File: config.mk
export PLATFORM = sky130hd
export DESIGN_NAME = zcoarse_reject
export DESIGN_NICKNAME = d
export VERILOG_FILES = /design/src/rtl/zc_pkg.sv /design/src/rtl/zc_draw_ctrl.sv /design/src/rtl/zc_tile_array.sv /design/src/rtl/zcoarse_reject.sv
export SDC_FILE = /design/constraint.sdc
export NUM_CORES = 2
export LEC_CHECK = 0
export BUFFER_PORTS_ARGS = -buffer_cell sky130_fd_sc_hd__buf_2
export CAP_MARGIN = 20
export CORE_AREA = 2 2 315 348
export DETAILED_ROUTE_END_ITERATION = 12
export DIE_AREA = 0 0 317 350
export RECOVER_POWER = 25
export SYNTH_ARGS = -nofsm -noshare
export SYNTH_HDL_FRONTEND = slang
export SYNTH_SLANG_ARGS = --single-unit
File: constraint.sdc
create_clock -name clk -period 9.14 [get_ports clk]
set_input_delay 2.285 -clock clk [delete_from_list [all_inputs] [get_ports clk]]
set_output_delay 2.285 -clock clk [all_outputs]
set_load 0.02 [all_outputs]
File: src/rtl/zc_pkg.sv
package zc_pkg;

  typedef enum logic [2:0] {
    ZF_NEVER    = 3'd0,
    ZF_LESS     = 3'd1,
    ZF_EQUAL    = 3'd2,
    ZF_LEQUAL   = 3'd3,
    ZF_GREATER  = 3'd4,
    ZF_NOTEQUAL = 3'd5,
    ZF_GEQUAL   = 3'd6,
    ZF_ALWAYS   = 3'd7
  } zFunc_e;

  typedef enum logic [1:0] {
    EM_BOTH       = 2'd0,
    EM_NONE       = 2'd1,
    EM_COARSE_ONLY = 2'd2,
    EM_RSVD       = 2'd3
  } earlyMode_e;

  typedef enum logic [1:0] {
    TR_UNSET   = 2'd0,
    TR_LESS    = 2'd1,
    TR_GREATER = 2'd2,
    TR_LOCKED  = 2'd3
  } dirTrack_e;

  typedef struct packed {
    logic [2:0] func;
    logic       boundsEn;
    logic       kill;
    logic       writesZ;
    logic       alphaTest;
    logic       stencilTest;
    logic       blend;
    logic       sideFx;
    logic [1:0] mode;
  } drawState_t;

  // strobes from the draw control to the tile datapath
  typedef struct packed {
    logic testOn;
    logic writeOn;
    logic dirGreater;
    logic inclusive;
    logic clearNow;
  } zcStrobe_t;

  function automatic dirTrack_e dirOf(logic [2:0] f);
    case (f)
      ZF_LESS, ZF_LEQUAL:      dirOf = TR_LESS;
      ZF_GREATER, ZF_GEQUAL:   dirOf = TR_GREATER;
      default:                 dirOf = TR_UNSET;
    endcase
  endfunction

endpackage

File: src/rtl/zc_draw_ctrl.sv
module zc_draw_ctrl
  import zc_pkg::*;
(
  input  logic       clk,
  input  logic       rstN,
  input  logic       drawLoad,
  input  drawState_t drawIn,
  input  logic       clearReq,
  output zcStrobe_t  strobe,
  output logic       zTestEnable,
  output logic       earlyZOn,
  output logic       coarseTestOn,
  output logic       coarseWriteOn
);

  drawState_t cur;
  dirTrack_e  track, trackNext;
  dirTrack_e  curDir, loadDir, clearDir;
  logic       modeAllows, testOk, writeOk, writeBlockers;

  // per-draw state register
  always_ff @(posedge clk) begin
    if (!rstN) begin
      cur <= '{func: ZF_NEVER, mode: EM_NONE, default: 1'b0};
    end else if (drawLoad) begin
      cur <= drawIn;
    end
  end

  // direction tracker
  always_comb begin
    loadDir   = dirOf(drawIn.func);
    clearDir  = drawLoad ? loadDir : dirOf(cur.func);
    trackNext = track;
    if (clearReq) begin
      trackNext = clearDir;
    end else if (drawLoad && loadDir != TR_UNSET && track != TR_LOCKED) begin
      if (track == TR_UNSET)      trackNext = loadDir;
      else if (track != loadDir)  trackNext = TR_LOCKED;
    end
  end

  always_ff @(posedge clk) begin
    if (!rstN) track <= TR_UNSET;
    else       track <= trackNext;
  end

  // enables for the loaded draw
  always_comb begin
    curDir        = dirOf(cur.func);
    modeAllows    = (cur.mode == EM_BOTH) || (cur.mode == EM_COARSE_ONLY);
    testOk        = modeAllows && (curDir != TR_UNSET) && (track != TR_LOCKED)
                    && !cur.writesZ && !cur.sideFx;
    writeBlockers = cur.kill | cur.writesZ | cur.alphaTest | cur.stencilTest | cur.blend;
    writeOk       = testOk && !writeBlockers;
  end

  assign zTestEnable   = ((cur.func != ZF_NEVER) && (cur.func != ZF_ALWAYS)) || cur.boundsEn;
  assign earlyZOn      = (cur.mode == EM_BOTH);
  assign coarseTestOn  = testOk;
  assign coarseWriteOn = writeOk;

  assign strobe.testOn     = testOk;
  assign strobe.writeOn    = writeOk;
  assign strobe.dirGreater = (curDir == TR_GREATER);
  assign strobe.inclusive  = (cur.func == ZF_LEQUAL) || (cur.func == ZF_GEQUAL);
  assign strobe.clearNow   = clearReq;

  // a latched reversal survives every later draw until a clear
  p_lock_sticky_r5: assert property (@(posedge clk) disable iff (!rstN)
    (track == TR_LOCKED && !clearReq) |=> (track == TR_LOCKED));

  // an opposite-direction draw against a tracked direction latches the reversal
  p_reversal_locks_r5: assert property (@(posedge clk) disable iff (!rstN)
    (drawLoad && !clearReq && track == TR_LESS && dirOf(drawIn.func) == TR_GREATER)
      |=> (track == TR_LOCKED && !coarseTestOn && !coarseWriteOn));

  // a clear always re-arms
  p_clear_rearms_r5: assert property (@(posedge clk) disable iff (!rstN)
    clearReq |=> (track != TR_LOCKED));

  // disabled early mode never allows coarse activity
  p_mode_gates_test_r3: assert property (@(posedge clk) disable iff (!rstN)
    (drawLoad && drawIn.mode == EM_NONE) |=> (!coarseTestOn && !earlyZOn));

endmodule

File: src/rtl/zc_tile_array.sv
module zc_tile_array
  import zc_pkg::*;
#(
  parameter int Z_W      = 16,
  parameter int TILE_X_W = 3,
  parameter int TILE_Y_W = 3
) (
  input  logic                clk,
  input  logic                rstN,
  input  zcStrobe_t           strobe,
  input  logic                fragValid,
  input  logic [TILE_X_W-1:0] fragTileX,
  input  logic [TILE_Y_W-1:0] fragTileY,
  input  logic [Z_W-1:0]      fragZ,
  output logic                outValid,
  output logic                outPass
);

  localparam int IDX_W = TILE_X_W + TILE_Y_W;
  localparam int TILES = 1 << IDX_W;

  logic [Z_W-1:0]   storedZ [TILES];
  logic [TILES-1:0] written;

  logic [IDX_W-1:0] idx;
  logic [Z_W-1:0]   curZ, newZ, farZ;
  logic             hit, lessFail, greatFail, cmpFail, rejectNow, doWrite;

  always_comb begin
    idx       = {fragTileY, fragTileX};
    hit       = written[idx];
    curZ      = storedZ[idx];
    lessFail  = strobe.inclusive ? (fragZ >  curZ) : (fragZ >= curZ);
    greatFail = strobe.inclusive ? (fragZ <  curZ) : (fragZ <= curZ);
    cmpFail   = strobe.dirGreater ? greatFail : lessFail;
    rejectNow = strobe.testOn && hit && cmpFail;
    doWrite   = fragValid && strobe.writeOn && !rejectNow && !strobe.clearNow;
    farZ      = strobe.dirGreater ? '0 : '1;
    if (!hit)                   newZ = fragZ;
    else if (strobe.dirGreater) newZ = (fragZ > curZ) ? fragZ : curZ;
    else                        newZ = (fragZ < curZ) ? fragZ : curZ;
  end

  for (genvar t = 0; t < TILES; t++) begin : g_tile
    always_ff @(posedge clk) begin
      if (!rstN) begin
        storedZ[t] <= '1;
        written[t] <= 1'b0;
      end else if (strobe.clearNow) begin
        storedZ[t] <= farZ;
        written[t] <= 1'b0;
      end else if (doWrite && idx == IDX_W'(t)) begin
        storedZ[t] <= newZ;
        written[t] <= 1'b1;
      end
    end
  end

  always_ff @(posedge clk) begin
    if (!rstN) begin
      outValid <= 1'b0;
      outPass  <= 1'b0;
    end else begin
      outValid <= fragValid;
      outPass  <= !rejectNow;
    end
  end

  p_result_latency_r6: assert property (@(posedge clk) disable iff (!rstN)
    fragValid |=> outValid);

  p_no_spurious_result_r6: assert property (@(posedge clk) disable iff (!rstN)
    !fragValid |=> !outValid);

  p_reject_needs_test_r8: assert property (@(posedge clk) disable iff (!rstN)
    (outValid && !outPass) |-> $past(strobe.testOn));

  p_unwritten_passes_r7: assert property (@(posedge clk) disable iff (!rstN)
    (fragValid && !written[idx]) |=> outPass);

  p_clear_empties_r11: assert property (@(posedge clk) disable iff (!rstN)
    strobe.clearNow |=> (written == '0));

  p_write_needs_enable_r9: assert property (@(posedge clk) disable iff (!rstN)
    (!strobe.writeOn && !strobe.clearNow) |=> $stable(written));

endmodule

File: src/rtl/zcoarse_reject.sv
module zcoarse_reject
  import zc_pkg::*;
#(
  parameter int Z_W      = 16,
  parameter int TILE_X_W = 3,
  parameter int TILE_Y_W = 3
) (
  input  logic                clk,
  input  logic                rstN,
  input  logic                drawLoad,
  input  logic [2:0]          drawFunc,
  input  logic                drawBoundsEn,
  input  logic                drawKill,
  input  logic                drawWritesZ,
  input  logic                drawAlphaTest,
  input  logic                drawStencilTest,
  input  logic                drawBlend,
  input  logic                drawSideFx,
  input  logic [1:0]          drawMode,
  input  logic                clearReq,
  input  logic                fragValid,
  input  logic [TILE_X_W-1:0] fragTileX,
  input  logic [TILE_Y_W-1:0] fragTileY,
  input  logic [Z_W-1:0]      fragZ,
  output logic                outValid,
  output logic                outPass,
  output logic                zTestEnable,
  output logic                earlyZOn,
  output logic                coarseTestOn,
  output logic                coarseWriteOn
);

  drawState_t drawIn;
  zcStrobe_t  strobe;

  assign drawIn = '{func: drawFunc, boundsEn: drawBoundsEn, kill: drawKill,
                    writesZ: drawWritesZ, alphaTest: drawAlphaTest,
                    stencilTest: drawStencilTest, blend: drawBlend,
                    sideFx: drawSideFx, mode: drawMode};

  zc_draw_ctrl u_ctrl (
    .clk          (clk),
    .rstN         (rstN),
    .drawLoad     (drawLoad),
    .drawIn       (drawIn),
    .clearReq     (clearReq),
    .strobe       (strobe),
    .zTestEnable  (zTestEnable),
    .earlyZOn     (earlyZOn),
    .coarseTestOn (coarseTestOn),
    .coarseWriteOn(coarseWriteOn)
  );

  zc_tile_array #(
    .Z_W     (Z_W),
    .TILE_X_W(TILE_X_W),
    .TILE_Y_W(TILE_Y_W)
  ) u_tiles (
    .clk      (clk),
    .rstN     (rstN),
    .strobe   (strobe),
    .fragValid(fragValid),
    .fragTileX(fragTileX),
    .fragTileY(fragTileY),
    .fragZ    (fragZ),
    .outValid (outValid),
    .outPass  (outPass)
  );

endmodule

==> Word level (Yosys, flattened, before mapping) <==
Memories as Yosys holds them, arrays and structs flattened.
Index checks and enable logic that the tools add are counted.
{ "totals": {"regBits": 80, "ram_bits": 1024, "input_bits": 39, "output_inout_bits": 6, "elab_cells": 795, "n_memories": 1} }
{ "op_classes": {"n_lt_le_gt_ge": 5, "n_eq_ne": 76, "n_mux": 405, "bitwise": 133, "reduce_logical": 99} }
{ "mem_list": {"columns": ["memory", "depth", "width", "rd", "rd_clocked_by_memory_dff", "write_ports", "line_no", "rtl"], "rows": [
  ["u_tiles.storedZ", 64, 16, 1, 0, 64, "zc_tile_array.sv:22", "logic [Z_W-1:0] storedZ [TILES];"]
]} }
{ "ops": {"columns": ["operator", "count"], "rows": [
  ["2-to-1 mux 16 bit", 133],
  ["2-to-1 mux 1 bit", 264],
  ["equality test 6 bit, second input constant", 32],
  ["OR 1 bit", 132],
  ["equality test 6 x 5 -> 1 bit, second input constant", 16],
  ["logical AND 1 bit", 77],
  ["equality test 6 x 4 -> 1 bit, second input constant", 8],
  ["equality test 6 x 3 -> 1 bit, second input constant", 4],
  ["greater-or-equal comparator 16 bit", 1],
  ["greater-than comparator 16 bit", 1],
  ["less-or-equal comparator 16 bit", 1],
  ["less-than comparator 16 bit", 1],
  ["equality test 3 bit, second input constant", 4],
  ["equality test 6 x 2 -> 1 bit, second input constant", 2],
  ["2-to-1 mux 2 bit", 5],
  ["OR reduction 2 bit", 5],
  ["one-hot mux 2 bit (2 select lines)", 2],
  ["less-than comparator 6 x 7 -> 1 bit, second input constant", 1],
  ["binary-select mux 1 bit (select 6 bit)", 1],
  ["equality test 3 x 1 -> 1 bit, second input constant", 2],
  ["equality test 3 x 2 -> 1 bit, second input constant", 2],
  ["equality test 6 x 1 -> 1 bit, second input constant", 1],
  ["zero test 6 bit", 1],
  ["nonzero test 2 bit", 3],
  ["other kinds (10)", 19]
]} }

==> Depth between registers and ports, before layout <==
{ "depth": {"word_depth": 19, "depth_mapped": 21, "mapped_depth_nobuf": 13} }

==> Cells and area by module <==
A second synthesis with hierarchy kept.
{ "hier_totals": {"hier_cells": 3407, "hier_area_um2": 49940.4} }
{ "by_module_without_submodules": {"columns": ["mod", "n_inst", "cells_per_inst", "area_per_inst_um2", "seq_area_each_um2"], "rows": [
  ["zc_tile_array", 1, 3328, 49177.2, 32070.8],
  ["zc_draw_ctrl", 1, 79, 763.2, 280.3]
]} }

==> Least setup slack after synthesis <==
OpenSTA, ideal clock, no wires.
{ "synth_timing": {"path_kind": "in2reg", "start": "in fragTileX[1]", "end": "mem u_tiles.storedZ[35][0], enable pin", "setup_ps": 411, "arrival_ps": 7582, "required_time_ps": 8729, "path_slack_ps": 1147, "cell_stages": 19, "n_path_buf": 6, "cell_sequence": "buf_2 -> buf_6 -> clkbuf_1 -> clkbuf_1 -> mux4_2 -> mux4_2 -> a22o_1 -> nor2_1 -> ha_1 -> a21oi_1 -> nand2_1 -> a221o_1 -> or3_1 -> mux2i_1 -> nor4_4 -> or3_1 -> clkbuf_1 -> clkbuf_1 -> o21ai_0"} }
{ "synth_lines": {"columns": ["item", "line_no", "rtl"], "rows": [
  ["from (decl)", "zcoarse_reject.sv:22", "input logic [TILE_X_W-1:0] fragTileX,"],
  ["to (decl)", "zc_tile_array.sv:22", null]
]} }

==> summary.md <==
| Metric | Value |
|---|---|
| Failing checks | `max-capacitance violations, max-slew violations` |
| FF+latch area | `0.03235 sq mm` |
| Synth warnings | `0` |
| Latest clock arrival within the worst-skew pair | `0.70 ns` |
| Worst EP required | `9.53 ns` |
| Resized cells post-CTS | `0` |
| EDFF count, synth | `1,024` |
| Synth Net Count | `3,512` |
| Area grow syn2layout | `9.774%` |
| Port-buffer cells | `44` |
| Synth Instances | `3,457` |
| Die Y | `350 um` |
| Setup TNS | `0 ns` |
| Max Fanout on Critical Path | `31` |
| Multi-input logic area | `0.01664 sq mm` |
| Worst hold slack | `0.4634 ns` |
| 1st-iter DRT viols | `5,146` |
| Maximum VDD drop | `0.1636 mV` |
| Post-synthesis sequential area ratio | `63.05%` |
| Max-slew violations | `107` |
| Endpoint class of the critical path | `flop` |
| Final-report hold violation count | `0` |
| Drt drc | `0` |
| Mapped Avg Cell Area | `14.84 sq um` |
| Gr usage total | `27.56%` |
| Total Power | `11.05 mW` |
| Vias per cell | `6.718` |
| Reg-to-reg slack, setup | `3.04 ns` |
| Grt total ovfl | `0` |
| Startpoint types | `input pin` |
| Largest stage delay, worst path | `1.13 ns` |
| Die width | `317 um` |
| Hold path depth | `1` |
| Initial antenna violation count | `4` |
| Critical path type | `input pin to flop` |
| Asr flop ratio synth | `0%` |
| Sequential Power Share | `51.0%` |
| Gate power share | `8.9%` |
| Routed Antenna Nets | `0` |
| CTS tree | `done` |
| Reg2reg end | `u_tiles.storedZ[59][2]$_DFFE_PP_` |
| Vias | `32,750` |
| Max Root-Sink Buffers | `3` |
| CP max stage cell | `nor4_2` |
| Clock network power share | `40.1%` |
| Worst-path clk slew | `0.06 ns` |
| Vias in the first global route | `31,790` |
| Worst reg2reg path depth | `15` |
| Non-filler cells in the finished layout | `4,875` |
| Final nets | `3,431` |
| Final core occ | `52.62%` |
| Status | `finished with violations` |
| Final period util | `89.85%` |
| Num CTS Buffers | `111` |
| Htree depth | `3` |
| Critical path, cell by cell | `buf_8, buf_4, mux4_2, mux4_2, a22oi_1, nand2_1, ha_1, nor2b_1, o211ai_1, a221oi_1, or3_1, mux2i_1, nor4_4, clkbuf_1, nor4_2, buf_4, a21oi_1` |
| Ys flop type | `edfxtp_1` |
| Post-route minimum period | `8.212 ns` |
| Power Internal | `8.391 mW` |
| Hold path endpoint | `u_tiles.written[4]$_SDFFE_PP0P_` |
| Setup Fix Bufs, Post-CTS | `0` |
| Yosys reg bits | `1,104` |
| Leak | `14.49 nW` |
| Initial Util | `47.93%` |
| Max_slew headroom | `-43.74%` |
| Power Dens Cells | `196.2 mW/mm^2` |
| DRT Pass-1 Iters | `8` |
| Max-cap violations | `4` |
| Hold wc startpoint | `u_tiles.written[4]$_SDFFE_PP0P_` |
| Worst Hold Class | `flop to flop` |
| Core area | `0.1070 sq mm` |
| # rows | `126` |
| Die Area | `0.1110 sq mm` |
| Root Buffer | `clkbuf_16` |
| RD Place Congestion | `0.9652` |
| Fill cells | `8,770` |
| Total routed wirelength | `152,800 um` |
| Mapped cell area | `0.05131 sq mm` |
| Arrival @ worst endpoint | `8.60 ns` |
| Total inserted antenna cells | `0` |
| RSZ-0062 raised after global routing | `false` |
| First-pass GRT wire length | `222,000 um` |
| DP HPWL | `97,010 um` |
| Final setup violation count | `0` |
| # clock sinks | `1,104` |
| Fmax | `121.8 MHz` |
| Clock Skews | `0.02362 ns` |
| Worst slew pin tran | `2.156 ns` |
| Unique masters post-synth | `48` |
| P_sw | `2.661 mW` |
| # placed instances | `4,669` |
| IO Pins | `45` |
| Share of cells above drive strength 1 | `21.98%` |
| R2R Path Start | `u_tiles.storedZ[42][13]$_DFFE_PP_` |
| Sw Share | `24.07%` |
| WL per Instance | `31.33 um` |
| Cts hold-fix bufs | `0` |
| Largest net degree at the start of global routing | `253` |
-- metal layers --
metal	global-route usage, %	vias to the layer above	wire length [um]
met3	5.535	297	16210
met2	42.08	1904	71210
met4	11.38	6	6541
li1	-	13640	-
met5	0	-	43
met1	38.79	16900	58750
-- placed cells by master (no fill, tap or decap), types with 21 or more instances in the layout --
master / netlist / layout
nor4_1: 64 / 88
a22o_1: 30 / 30
nor2b_1: 23 / 22
nand2_1: 45 / 45
a21oi_1: 1031 / 1031
buf_2: 222 / 34
o21ai_1: 2 / 54
o21a_1: 65 / 65
clkbuf_16: 0 / 116
clkinv_1: 0 / 21
o21ai_0: 84 / 28
dfxtp_1: 80 / 80
clkinv_2: 0 / 22
nor2_1: 25 / 25
mux2i_1: 33 / 32
nor4_4: 41 / 31
buf_12: 0 / 28
buf_4: 5 / 152
clkbuf_1: 188 / 74
edfxtp_1: 1024 / 1024
mux4_2: 327 / 327
-- kinds of logic after synthesis --
| family | after synthesis | share of synthesized area [%] |
|---|---|---|
| compound gates | 1248 | 12.94 |
| flops | 1104 | 63.05 |
| buf+inv | 459 | 4.155 |
| mux | 361 | 15.04 |
| simple gates | 269 | 4.423 |
| fa+ha+maj | 16 | 0.3902 |
-- state kept, by name, indices dropped and copies added, names as in the netlist --
| signal | cells |
|---|---|
| u_tiles.written | 64 |
| u_ctrl.cur | 12 |
| u_tiles.outValid | 1 |
| u_tiles.outPass | 1 |
| u_tiles.storedZ | 1024 |
| u_ctrl.track | 2 |
-- synthesized netlist by cell type (2+ instances only) --
| library cell | count | area (sq um) |
|---|---|---|
| a22o_1 | 30 | 262.8 |
| clkbuf_1 | 188 | 705.7 |
| nand2_1 | 45 | 168.9 |
| nand2b_1 | 6 | 37.54 |
| o21ai_1 | 2 | 10.01 |
| nor4_2 | 24 | 300.3 |
| nand3b_1 | 2 | 15.01 |
| nor3_1 | 3 | 15.01 |
| o21ai_0 | 84 | 420.4 |
| o31a_1 | 15 | 131.4 |
| buf_1 | 24 | 90.09 |
| a21o_1 | 2 | 15.01 |
| nand4_1 | 6 | 37.54 |
| inv_1 | 5 | 18.77 |
| and4b_1 | 2 | 20.02 |
| a221oi_1 | 2 | 17.52 |
| nand3_1 | 10 | 50.05 |
| edfxtp_1 | 1024 | 30750 |
| nor2_1 | 25 | 93.84 |
| buf_6 | 15 | 168.9 |
| dfxtp_1 | 80 | 1602 |
| or3_1 | 7 | 43.79 |
| mux4_2 | 327 | 7365 |
| a211oi_1 | 3 | 22.52 |
| ha_1 | 16 | 200.2 |
| buf_4 | 5 | 37.54 |
| a22oi_1 | 6 | 45.04 |
| o21a_1 | 65 | 488.0 |
| nor4_1 | 64 | 400.4 |
| a31oi_1 | 2 | 12.51 |
| nor4_4 | 41 | 872.1 |
| and2_1 | 6 | 37.54 |
| a21oi_1 | 1031 | 5160 |
| mux2i_1 | 33 | 330.3 |
| nor2b_1 | 23 | 143.9 |
| buf_2 | 222 | 1111 |
-- power by group through the flow --
| stage | logic, mW | registers [mW] | clock network, mW |
|---|---|---|---|
| after global placement | 0.959 | 5.74 | 0 |
| after CTS | 0.976 | 5.64 | 4.48 |
| final | 0.988 | 5.64 | 4.43 |
| after global routing | 1.03 | 5.64 | 4.66 |
| after floorplan | 0.597 | 5.74 | 0 |
| after detailed placement | 0.974 | 5.74 | 0 |
-- worst max-delay path by stage --
stage                                             end    startpoint  cells past startpoint  slack, ns
detailed placement  u_tiles.storedZ[56][14]$_DFFE_PP_  fragTileX[0]                     17       0.81
floorplan            u_tiles.storedZ[35][0]$_DFFE_PP_  fragTileX[1]                     19       1.15
global route         u_tiles.storedZ[27][2]$_DFFE_PP_  fragTileX[0]                     18       0.68
CTS                 u_tiles.storedZ[56][11]$_DFFE_PP_  fragTileX[0]                     17       1.55
global placement    u_tiles.storedZ[56][14]$_DFFE_PP_  fragTileX[0]                     17       0.75
finish               u_tiles.storedZ[28][4]$_DFFE_PP_  fragTileX[0]                     17       0.93
-- layout make-up --
class | count | share of cell area (%)
Clock inverter | 55 | 0.7597
Clock buffer | 149 | 5.427
Timing Repair Buffer | 260 | 3.670
Inverter | 5 | 0.03332
Sequential cell | 1104 | 57.44
Tap cell | 1408 | 3.128
Multi-Input combinational cell | 1894 | 29.55
-- critical path, delay by kind of cell --
family                   cells  cell delay, ns
adder cells (fa/ha/maj)      1            0.23
buffers and inverters        4            1.83
multiplexers                 3            1.48
AO/OA/AOI/OAI                4            0.90
AND/OR/NAND/NOR              5            1.77
-- metrics by stage --
step / worst slack, ns / area (sq um)
floorplan: 1.147 / 51310
global placement: 0.7529 / 53220
detailed placement: 0.8103 / 53220
CTS: 1.552 / 56700
global route: 0.6772 / 56330
finish: 0.9277 / 56330
(Power assumes the default switching activity.)
